`config.mk`:
```
export PLATFORM = sky130hd
export DESIGN_NAME = bank_mapper_regs
export DESIGN_NICKNAME = d
export VERILOG_FILES = /design/src/rtl/bank_mapper_regs.sv
export SDC_FILE = /design/constraint.sdc
export NUM_CORES = 1
export LEC_CHECK = 0
export ABC_AREA = 1
export BUFFER_PORTS_ARGS = -buffer_cell sky130_fd_sc_hd__buf_2
export CAP_MARGIN = 10
export CORE_UTILIZATION = 35
export CTS_BUF_LIST = sky130_fd_sc_hd__clkbuf_4
export DETAILED_ROUTE_END_ITERATION = 8
export GPL_TIMING_DRIVEN = 0
export PLACE_DENSITY = 0.78
export RECOVER_POWER = 50
export SKIP_CTS_REPAIR_TIMING = 1
export SLEW_MARGIN = 10
export SYNTH_ARGS = -nofsm -noshare
export SYNTH_HDL_FRONTEND = slang
export SYNTH_SLANG_ARGS = --single-unit
```
`constraint.sdc`:
```
create_clock -name clk -period 1.1 [get_ports clk]
set_clock_uncertainty 0.2 [all_clocks]
set_input_delay 0.11 -clock clk [delete_from_list [all_inputs] [get_ports clk]]
set_output_delay 0.11 -clock clk [all_outputs]
set_load 0.05 [all_outputs]
```
`src/rtl/bank_mapper_regs.sv`:
```
module bank_mapper_regs #(
  parameter logic [7:0] PAGE_LO   = 8'h50,
  parameter logic [7:0] PAGE_HI   = 8'h52,
  parameter logic [7:0] PAGE_MODE = 8'h53
) (
  input  logic        clk,
  input  logic        rst_n,
  input  logic [15:0] cpu_addr,
  input  logic [7:0]  cpu_data,
  input  logic        cpu_wr,
  input  logic [13:0] ppu_addr,
  input  logic        ppu_rd,
  input  logic        ppu_wr,
  output logic [20:0] prg_addr,
  output logic        prg_sel,
  output logic        chr_a12
);

  logic [3:0] lo_bank;
  logic       auto_en;
  logic [1:0] hi_bank;
  logic       swap_en;
  logic       pass_low;
  logic       a13_q;
  logic       a9_lat;

  logic wr_lo, wr_hi, wr_mode, a13_rise;
  logic [7:0] wdata;

  assign wr_lo   = cpu_wr && (cpu_addr[15:8] == PAGE_LO);
  assign wr_hi   = cpu_wr && (cpu_addr[15:8] == PAGE_HI);
  assign wr_mode = cpu_wr && (cpu_addr[15:8] == PAGE_MODE);
  assign wdata   = swap_en ? {cpu_data[7:2], cpu_data[0], cpu_data[1]} : cpu_data;

  always_ff @(posedge clk) begin
    if (!rst_n) begin
      lo_bank  <= '0;
      auto_en  <= 1'b0;
      hi_bank  <= '0;
      swap_en  <= 1'b0;
      pass_low <= 1'b0;
    end else begin
      if (wr_lo) begin
        lo_bank <= wdata[3:0];
        auto_en <= wdata[7];
      end
      if (wr_hi)
        hi_bank <= wdata[1:0];
      if (wr_mode) begin
        swap_en  <= cpu_data[0];
        pass_low <= cpu_data[2];
      end
    end
  end

  assign prg_addr = {hi_bank, lo_bank[3:2], pass_low ? lo_bank[1:0] : 2'b11, cpu_addr[14:0]};
  assign prg_sel  = cpu_addr[15];

  assign a13_rise = ppu_addr[13] && !a13_q && (ppu_rd || ppu_wr);

  always_ff @(posedge clk) begin
    if (!rst_n) begin
      a13_q  <= 1'b0;
      a9_lat <= 1'b0;
    end else begin
      a13_q <= ppu_addr[13];
      if (a13_rise)
        a9_lat <= ppu_addr[9];
    end
  end

  assign chr_a12 = (!ppu_addr[13] && auto_en) ? a9_lat : ppu_addr[12];

  AST_BOOT_BANK: assert property (@(posedge clk) disable iff (!rst_n)
    $rose(rst_n) |-> prg_addr[20:15] == 6'd3);
  AST_MODE_RAW: assert property (@(posedge clk) disable iff (!rst_n)
    wr_mode |=> (swap_en == $past(cpu_data[0])) && (pass_low == $past(cpu_data[2])));
  AST_LO_SWAP: assert property (@(posedge clk) disable iff (!rst_n)
    (wr_lo && swap_en) |=> lo_bank[1:0] == {$past(cpu_data[0]), $past(cpu_data[1])});
  AST_LO_HOLD: assert property (@(posedge clk) disable iff (!rst_n)
    !wr_lo |=> $stable(lo_bank) && $stable(auto_en));
  AST_HI_HOLD: assert property (@(posedge clk) disable iff (!rst_n)
    !wr_hi |=> $stable(hi_bank));
  AST_A9_HOLD: assert property (@(posedge clk) disable iff (!rst_n)
    !a13_rise |=> $stable(a9_lat));
  AST_A9_TAKE: assert property (@(posedge clk) disable iff (!rst_n)
    a13_rise |=> a9_lat == $past(ppu_addr[9]));

endmodule

```
==> reports/metrics.csv, run 1 <==
stage,metric,value,unit
outcome,run_status,"finished, violations left",
outcome,failed_checks,"negative hold slack, negative setup slack",
floorplan,floorplan.initialDensity,38.1,%
global_route,antenna_found_initial,0,
clock_tree,clock_tree_from_tritoncts,yes,
setup_path,worst-path-max-fanout,3,
yosys,synth-compound-area-share,3.77,%
min_path,min_from,ppu_addr[13],
sta,setup_viol,3,
clock_tree,cts.htree.levels,1,
yosys,ys_seq_elements,11,
yosys,synth_cells,112,
yosys,syn-cell-area,763,sq um
finish,layout-drive-gt1-share,53.4,%
yosys,synth.top_cells.by_count,"nor2_1 (23), buf_4 (18), nand2_1 (18)",
sta,post-route-worst-setup-slack,-0.241,ns
yosys,yosys.area.top_type_share,28.9,%
sta,max_clock_freq,0.746,GHz
drt,wl,1960,um
setup_path,worst-setup-path-type,register to output pin,
drt,total_number_of_vias,834,
clock_tree,cts_num_sinks,11,
floorplan,io-pin-count,66,
setup_path,worstReg2RegStart,swap_en,
yosys,synth_async_sr_flop_share,0,%
floorplan,chipWidth,48.7,um
clock_tree,cts.reportedPaths.clkPinSlew,0.07,ns
drt,drt-pass1-iter-count,4,
finish,layout.cell_area.non_filler,1180,sq um
yosys,ys.flop_type,dfxtp_1,
yosys,number_of_warnings_reported_in_the_yosys_synthesis_log,0,
floorplan,die_area,2370,sq um
clock_tree,cts-buffers-inserted,3,
yosys,average_instance_area_after_synthesis,6.81,sq um
floorplan,num_rows,16,
finish,num-fill-cells,190,
yosys,synth-edff-count,0,
flow_run,maxCapViolCount,0,
yosys,ys_top_cells_by_area,"dfxtp_1 (29%), buf_4 (18%), nor2_1 (11%)",
setup_path,ff2ff_path_depth,4,
sta,fin_crit_sh,122,%
place,placement.cell_area,1030,sq um
sta,timing_hold_violations_final,1,
global_route,globalRouteOverflowTotal,0,
floorplan,floorplan.core_area,2000,sq um
setup_path,start_kind,register,
global_route,first_global_vias,642,
drt,routed_wirelength_normalized_by_instance_count,10.3,um
pwr,p_leak,0.576,nW
floorplan,floorplan.die.height,48.7,um
min_path,hold_path_class,input port to register,
setup_path,r2r_end,hi_bank[0],
yosys,synth-simple-area-share,41.8,%
yosys,synth_area_leader_cell,dfxtp_1,
sta,max_slew.worst_pin.slew,0.592,ns
sta,max_slew_margin,60.7,%
sta,hold_ws,-0.158,ns
sta,final_max_slew_viol_count,0,
yosys,synth_top_family_by_area,simple AND/OR/NAND/NOR gates,
clock_tree,cts_root_buffer,clkbuf_4,
yosys,ys_seq_area_share,28.9,%
place,io_buffer_count,43,
yosys,synth_fa_ha_area_share,0,%
drt,first_iter_violations,5,
finish,antennaDiodeCount,0,
pwr,post-layout-total-power,1.03,mW
finish,fin_nets,207,
place,hpwlAfterDp,1390,um
drt,residual_drc_count,0,
setup_path,endpoint_kind,output pin,
pwr,ir_drop,0.000656,V
global_route,grt_util_all_layers,14.7,%
drt,via_per_inst,4.39,
sta,rsz0062_at_grt,true,
yosys,post-synth-top-count-cell,nor2_1,
global_route,grt_start_max_net_pins,11,
drt,drt.antenna.violating_nets,0,
setup_path,crit_arrival,1.03,ns
clock_tree,cts-root-to-sink-buffers,2,
yosys,post_synth_num_cell_types,18,
global_route,first_pass_grt_wire_length,2660,um
min_path,hold_path_end,a13_q,
yosys,synthMuxAreaShare,0,%
yosys,synth.net_count,155,
setup_path,crit_required,0.79,ns
yosys,post_synth_xor_area_fraction,0,%
sta,final.min_clock_period,1.34,ns
setup_path,reg2reg_slack,0.04,ns
finish,area.growth.synth_to_final,54.6,%
place,globalplace.congestion,0.772,
clock_tree,clkLatencyLatePin,0.26,ns
min_path,worst_hold_path.num_cells,3,
pwr,power_density_over_the_cells,876,nW/um^2
place,place_ws,-0.0590,ns
-- critical path, stage by stage (launching register included) --
cell and delay, ns:
dfxtp_4 0.38, a21oi_4 0.06, a31oi_4 0.14, buf_6 0.18
-- cells by family after synthesis --
kind of cell	count (synthesis)
buffers and inverters	34
flip-flops	11
AND/OR/NAND/NOR	62
AO/OA/AOI/OAI	5
-- how the worst max path moves through the flow --
| stage | cells after the start | endpoint | from |
|---|---|---|---|
| floorplan | 2 | chr_a12 | auto_en |
| global placement | 3 | chr_a12 | auto_en |
| detailed placement | 7 | hi_bank[1] | cpu_addr[11] |
| CTS | 3 | chr_a12 | auto_en |
| global route | 3 | chr_a12 | auto_en |
| finish | 3 | chr_a12 | auto_en |
-- final cells by class --
| class | count | area (sq um) | share of cell area (%) |
|---|---|---|---|
| Inverter | 15 | 56.3 | 4.77 |
| Buffer | 17 | 124 | 10.5 |
| Tap cell | 27 | 33.8 | 2.86 |
| Timing Repair Buffer | 49 | 314 | 26.6 |
| Clock buffer | 4 | 30.0 | 2.55 |
| Sequential cell | 11 | 236 | 20.0 |
| Multi-Input combinational cell | 67 | 385 | 32.7 |
-- placed cells by master, fill, tap and decap left out, types with 4 or more instances in the layout --
| cell | n |
|---|---|
| nand2_1 | 15 |
| inv_2 | 4 |
| buf_2 | 24 |
| dlygate4sd3_1 | 5 |
| dfxtp_2 | 7 |
| nand2_2 | 5 |
| nor2_4 | 5 |
| inv_1 | 11 |
| buf_6 | 5 |
| clkbuf_2 | 4 |
| clkbuf_1 | 9 |
| buf_4 | 17 |
| nor2_1 | 23 |
| nand3_1 | 9 |
| clkbuf_4 | 4 |
-- registers in the layout, summed over array words and instances (netlist names) --
| signal | flops |
|---|---|
| pass_low | 1 |
| a9_lat | 1 |
| a13_q | 1 |
| lo_bank | 4 |
| hi_bank | 2 |
| auto_en | 1 |
| swap_en | 1 |
-- metrics by stage --
step                      setup TNS, ns  utilization [%]  hold WS [ns]  cells
after detailed placement         -0.396             51.6         0.113    182
after CTS                         -1.15             53.1        -0.166    186
final                            -0.329             58.9        -0.158    190
after global placement           -0.233             51.6         0.106    182
after floorplan                       0                -       0.00345    112
after global routing             -0.547             58.9        -0.144    190
-- per-layer routing --
metal | GRT usage, % | vias up | share of wire, %
li1 | - | 425 | -
met3 | 5.66 | 8 | 6.0
met5 | 0 | - | 0
met4 | 4.41 | 0 | 3.0
met1 | 15.0 | 361 | 35
met2 | 27.1 | 40 | 56
-- report_power, final --
part / switching (mW) / internal [mW]
Sequential: 0.00225 / 0.399
Combinational: 0.223 / 0.120
Clock: 0.125 / 0.165
(Power assumes the default switching activity.)
==> run 2: changes to the inputs <==
--- a/config.mk
+++ b/config.mk
@@ -12,7 +12,7 @@
 export CTS_BUF_LIST = sky130_fd_sc_hd__clkbuf_4
 export DETAILED_ROUTE_END_ITERATION = 8
 export GPL_TIMING_DRIVEN = 0
-export PLACE_DENSITY = 0.78
+export PLACE_DENSITY = 0.84
 export RECOVER_POWER = 50
 export SKIP_CTS_REPAIR_TIMING = 1
 export SLEW_MARGIN = 10
==> constraint.sdc (replaced) <==
create_clock -name clk -period 1.1 [get_ports clk]
set_clock_uncertainty 0.2 [all_clocks]
set_input_delay 0.11 -clock clk [delete_from_list [all_inputs] [get_ports clk]]
set_output_delay 0.11 -clock clk [all_outputs]
set_load 0.1 [all_outputs]
==> run 2 against run 1 <==
The run still ends with negative hold slack, negative setup slack left; setup slack lost 0.064 ns; non-clock buffer count shrank 2; critical path type unchanged; fmax is 4.5% lower; clock power is 7% higher; via count rose by 1.1%; highest routed layer unchanged; flip-flop and latch count is the same; critical path depth is the same; wire length grew 4.0%.
==> reports/metrics.csv, run 2 (synthesized netlist as in run 1, its figures left out) <==
stage,metric,value,unit
global_route,antenna_found_initial,0,
sta,post-route-worst-setup-slack,-0.304,ns
global_route,first_global_vias,773,
finish,area.growth.synth_to_final,57.7,%
sta,timing_hold_violations_final,2,
floorplan,floorplan.die.height,48.7,um
setup_path,crit_required,0.79,ns
clock_tree,cts-buffers-inserted,3,
drt,via_per_inst,4.48,
place,hpwlAfterDp,1470,um
setup_path,endpoint_kind,output pin,
clock_tree,cts_num_sinks,11,
setup_path,critical_path.startpoint,auto_en,
clock_tree,cts.htree.levels,1,
global_route,first_pass_grt_wire_length,2940,um
global_route,grt_util_all_layers,15.9,%
sta,max_slew_margin,64.1,%
setup_path,crit_chain,a21oi_4 -> a31oi_4 -> buf_12,
clock_tree,clock_tree_from_tritoncts,yes,
sta,fin_crit_sh,128,%
floorplan,num_rows,16,
finish,finalNonFillerCells,188,
place,place_ws,-0.312,ns
finish,fin_nets,205,
flow_run,maxCapViolCount,0,
global_route,grt_start_max_net_pins,11,
drt,first_iter_violations,13,
clock_tree,cts_root_buffer,clkbuf_4,
finish,largest_registers,"lo_bank (4), hi_bank (2)",
floorplan,floorplan.core_area,2000,sq um
finish,largest_reg_flops,4,
setup_path,crit_arrival,1.09,ns
sta,final_max_slew_viol_count,0,
drt,routed_wirelength_normalized_by_instance_count,10.9,um
finish,most_frequent_cells_in_the_layout,"buf_2 (27), nor2_1 (23), nand2_1 (17)",
setup_path,worst-path-max-fanout,3,
sta,max_clock_freq,0.712,GHz
finish,layout_commonest_cell,buf_2,
sta,final.min_clock_period,1.40,ns
outcome,run_status,"finished, violations left",
drt,drt-pass1-iter-count,4,
setup_path,worstReg2RegStart,swap_en,
sta,hold_ws,-0.168,ns
pwr,ir_drop,0.000484,V
sta,rsz0062_at_grt,true,
min_path,min_from,ppu_addr[13],
clock_tree,cts-root-to-sink-buffers,2,
min_path,hold_path_class,input port to register,
drt,residual_drc_count,0,
sta,max_slew.worst_pin.slew,0.541,ns
drt,drt.antenna.violating_nets,0,
finish,antennaDiodeCount,0,
setup_path,start_kind,register,
place,globalplace.congestion,0.713,
setup_path,critPathSlowestCell,dfxtp_4,
drt,wl,2040,um
clock_tree,cts.reportedPaths.clkPinSlew,0.07,ns
clock_tree,clkLatencyLatePin,0.27,ns
floorplan,floorplan.initialDensity,38.1,%
setup_path,cp_slowest_stage_delay,0.38,ns
outcome,failed_checks,"negative hold slack, negative setup slack",
global_route,globalRouteOverflowTotal,0,
place,dp.cells,182,
sta,setup_viol,7,
pwr,power_density_over_the_cells,983,nW/um^2
setup_path,worst-setup-path-type,register to output pin,
floorplan,io-pin-count,66,
floorplan,die_area,2370,sq um
finish,largest_register,lo_bank,
pwr,p_leak,0.591,nW
place,io_buffer_count,43,
drt,total_number_of_vias,843,
finish,layout-drive-gt1-share,55.9,%
floorplan,chipWidth,48.7,um
-- run 2: path summary, 6_finish.rpt --
kind	to	slack, ns	cells after the start
max	chr_a12	-0.30	3
max reg2reg	lo_bank[1]	0.06	4
min	a13_q	-0.17	3
min reg2reg	lo_bank[0]	0.29	2
-- run 2: area by class of cell --
type,instances,area (sq um)
flip-flops and latches,11,234
well taps,27,33.8
repair buffers,47,359
clock buffers,4,30.0
fillers,176,798
multi-input cells,67,367
plain buffers,17,124
inverters,15,56.3
-- run 2: worst max-delay path, delay by kind of cell, from the launching register on --
family | cells | cell delay (ns)
flip-flops | 1 | 0.38
AO/OA/AOI/OAI | 2 | 0.24
buffers and inverters | 1 | 0.19
-- run 2: metal layers --
| layer | GRT usage, % | share of wire, % | vias to the layer above |
|---|---|---|---|
| met4 | 5.88 | 0.64 | 0 |
| met1 | 16.0 | 38 | 393 |
| li1 | - | - | 418 |
| met2 | 31.5 | 58 | 30 |
| met3 | 2.83 | 3.7 | 2 |
| met5 | 0 | 0 | - |
-- run 2: where the power goes --
part	total (mW)	internal [mW]	switching, mW
clock network	0.309	0.165	0.144
registers	0.403	0.401	0.00212
logic	0.471	0.123	0.348
total	1.18	0.690	0.494
-- run 2: stage by stage --
| stage | total power, mW | util (%) | setup TNS [ns] | area (sq um) | hold WS [ns] |
|---|---|---|---|---|---|
| 2_1_floorplan | 0.778 | - | -0.288 | 786 | 0.00345 |
| 3_3_place_gp | 0.855 | 51.7 | -0.503 | 1030 | 0.105 |
| 3_5_place_dp | 0.863 | 51.7 | -0.849 | 1030 | 0.105 |
| 4_1_cts | 1.16 | 53.2 | -2.37 | 1060 | -0.173 |
| 5_1_grt | 1.22 | 60.1 | -0.752 | 1200 | -0.135 |
| 6_report | 1.18 | 60.1 | -0.537 | 1200 | -0.168 |
==> run 3: changes to the inputs <==
--- a/config.mk
+++ b/config.mk
@@ -5,14 +5,13 @@
 export SDC_FILE = /design/constraint.sdc
 export NUM_CORES = 1
 export LEC_CHECK = 0
-export ABC_AREA = 1
 export BUFFER_PORTS_ARGS = -buffer_cell sky130_fd_sc_hd__buf_2
 export CAP_MARGIN = 10
-export CORE_UTILIZATION = 35
+export CORE_UTILIZATION = 39
 export CTS_BUF_LIST = sky130_fd_sc_hd__clkbuf_4
 export DETAILED_ROUTE_END_ITERATION = 8
 export GPL_TIMING_DRIVEN = 0
-export PLACE_DENSITY = 0.84
+export PLACE_DENSITY = 0.92
 export RECOVER_POWER = 50
 export SKIP_CTS_REPAIR_TIMING = 1
 export SLEW_MARGIN = 10
==> constraint.sdc (replaced) <==
create_clock -name clk -period 1.8 [get_ports clk]
set_clock_uncertainty 0.2 [all_clocks]
set_input_delay 0.18 -clock clk [delete_from_list [all_inputs] [get_ports clk]]
set_output_delay 0.18 -clock clk [all_outputs]
set_load 0.1 [all_outputs]
==> run 3 against run 2 <==
The run ends with design-rule violations left; wire length is 30% lower; synthesized cell count shrank 33%; flip-flop and latch count did not move; register-to-register slack improved by 0.51 ns; combinational power shrank 47%; core utilization up 1.3 points; count of clock-buffer cells in the layout is the same; total power is 42% lower; critical path depth unchanged; critical path type unchanged; critical endpoint unchanged; largest power group unchanged.
==> reports/metrics.csv, run 3 <==
stage,metric,value,unit
finish,largest_registers,"lo_bank (4), hi_bank (2)",
outcome,failed_checks,design-rule violations,
clock_tree,cts-buffers-inserted,3,
finish,largest_reg_flops,4,
yosys,average_instance_area_after_synthesis,8.89,sq um
yosys,synth-edff-count,0,
setup_path,worst-path-max-fanout,2,
pwr,net_switching,273,uW
sta,fin_crit_sh,92.8,%
setup_path,r2r_end,a9_lat,
sta,hold_ws,0.0272,ns
clock_tree,cts.htree.levels,1,
floorplan,io-pin-count,66,
yosys,synth_area_leader_cell,dfxtp_1,
yosys,ys_top_cells_by_area,"dfxtp_1 (33%), buf_4 (20%), mux2i_1 (14%)",
setup_path,worst-setup-path-type,register to output pin,
yosys,post_synth_num_cell_types,19,
floorplan,floorplan.core_area,1560,sq um
pwr,power.switching_fraction,39.9,%
sta,rsz0062_at_grt,false,
yosys,ys_seq_elements,11,
min_path,hold_path_class,input port to register,
finish,num-fill-cells,138,
outcome,run_status,"finished, violations left",
yosys,synth.net_count,118,
sta,max_slew_margin,22.5,%
drt,drt.antenna.violating_nets,0,
global_route,first_pass_grt_wire_length,2220,um
place,globalplace.congestion,0.711,
floorplan,num_rows,14,
yosys,number_of_warnings_reported_in_the_yosys_synthesis_log,0,
floorplan,chipWidth,43.4,um
sta,max_clock_freq,0.599,GHz
global_route,first_global_vias,581,
pwr,cell_internal_pwr,411,uW
sta,timing_hold_violations_final,0,
clock_tree,cts_root_buffer,clkbuf_4,
min_path,min_from,rst_n,
place,io_buffer_count,42,
flow_run,maxCapViolCount,0,
yosys,synth.top_cells.by_count,"buf_4 (18), nand2_1 (15), dfxtp_1 (11)",
global_route,grt_util_all_layers,15.9,%
pwr,ir_drop,0.000376,V
drt,first_iter_violations,19,
min_path,worst_hold_path.num_cells,3,
finish,most_frequent_cells_in_the_layout,"buf_2 (32), buf_4 (18), nand2_1 (15)",
yosys,synth_cells,75,
floorplan,floorplan.initialDensity,42.8,%
clock_tree,cts_num_sinks,11,
min_path,hold_path_end,swap_en,
clock_tree,cts-root-to-sink-buffers,2,
finish,final-seq-area,220,sq um
yosys,ys_seq_area_share,33.0,%
pwr,post-layout-total-power,685,uW
yosys,synth_async_sr_flop_share,0,%
yosys,yosys.area.top_type_share,33.0,%
drt,routed_wirelength_normalized_by_instance_count,10.1,um
clock_tree,clkLatencyLatePin,0.27,ns
setup_path,worstReg2RegStart,a13_q,
finish,multi_input_area,290,sq um
finish,antennaDiodeCount,0,
finish,fin_nets,170,
clock_tree,clock_tree_from_tritoncts,yes,
global_route,antenna_found_initial,0,
clock_tree,cts.reportedPaths.clkPinSlew,0.07,ns
sta,final.min_clock_period,1.67,ns
floorplan,die_area,1880,sq um
finish,area.growth.synth_to_final,43.5,%
yosys,post-synth-top-count-cell,buf_4,
pwr,power.clock.fraction,27.6,%
place,placement.cell_area,897,sq um
drt,wl,1440,um
finish,largest_register,lo_bank,
drt,total_number_of_vias,652,
sta,setup_viol,0,
yosys,ys.flop_type,dfxtp_1,
setup_path,reg2reg_slack,0.57,ns
setup_path,start_kind,register,
drt,via_per_inst,4.59,
pwr,power_density_over_the_cells,715,nW/um^2
drt,drt-pass1-iter-count,6,
setup_path,ff2ff_path_depth,3,
sta,max_slew.worst_pin.slew,1.17,ns
pwr,combinationalPowerShare,36.4,%
yosys,syn-cell-area,667,sq um
setup_path,crit_arrival,1.29,ns
finish,layout-drive-gt1-share,47.6,%
setup_path,endpoint_kind,output pin,
global_route,globalRouteOverflowTotal,0,
floorplan,floorplan.die.height,43.4,um
setup_path,crit_required,1.42,ns
pwr,p_leak,0.480,nW
drt,residual_drc_count,8,
finish,layout_commonest_cell,buf_2,
global_route,grt_start_max_net_pins,11,
finish,layout.cell_area.non_filler,957,sq um
sta,final_max_slew_viol_count,0,
sta,setup-tns-final,0,ns
pwr,seq_power_share,36.0,%
place,hpwlAfterDp,1150,um
## run 3: cell types whose count changed after synthesis, sizes merged, moves of 3 or more
cell    before  now
mux2i        0    9
inv         15    0
nor2        30    2
mux2         0    3
nand2       21   15
nand2b       0    4
buf         18   21
nand3       11    1
## run 3: logic make-up (layout without fill, tap and decap cells)
| kind of cell | count (synthesis) | after routing | share of synthesized area, % |
|---|---|---|---|
| AOI/OAI and AO/OA | 2 | 2 | 1.88 |
| buffers and inverters | 21 | 72 | 23.5 |
| DFF | 11 | 11 | 33.0 |
| muxes | 12 | 12 | 18.6 |
| and+or+nand+nor | 29 | 29 | 23.1 |
## run 3: critical path, stage by stage, from the launching register on
cell      delay (ns)
dfxtp_1         0.33
nand2b_1        0.06
mux2_2          0.21
buf_2           0.41
## run 3: cell type report
type,instances,share of cell area [%]
plain buffers,21,15.6
clock buffers,4,3.14
multi-input cells,43,30.3
flip-flops and latches,11,23.0
well taps,16,2.09
repair buffers,47,25.9
## run 3: layer usage
metal / vias to the layer above / routed length [um] / track usage, %
met5: - / 0 / 0
met1: 285 / 551 / 15.4
met4: 0 / 37 / 10.6
met3: 6 / 104 / 4.17
li1: 331 / - / -
met2: 30 / 743 / 29.4
## run 3: worst max path at each step
stage	startpoint	endpoint	slack, ns
floorplan	lo_bank[0]	prg_addr[15]	0.36
global placement	ppu_addr[13]	chr_a12	0.37
detailed placement	ppu_addr[13]	chr_a12	0.36
CTS	auto_en	chr_a12	0.11
global route	auto_en	chr_a12	0.08
finish	auto_en	chr_a12	0.13
## run 3: metrics by stage
stage / util (%) / setup WS [ns] / cells
final: 61.4 / 0.130 / 142
after global routing: 61.4 / 0.0786 / 142
after CTS: 59.5 / 0.112 / 137
after detailed placement: 57.5 / 0.361 / 133
after global placement: 57.5 / 0.371 / 133
after floorplan: - / 0.358 / 75
## run 3: power by group through the flow
stage	registers [mW]	logic (mW)	clock network, mW
5_1_grt	0.247	0.260	0.202
2_1_floorplan	0.252	0.199	0
6_report	0.247	0.249	0.189
3_3_place_gp	0.252	0.240	0
4_1_cts	0.246	0.245	0.195
3_5_place_dp	0.252	0.244	0
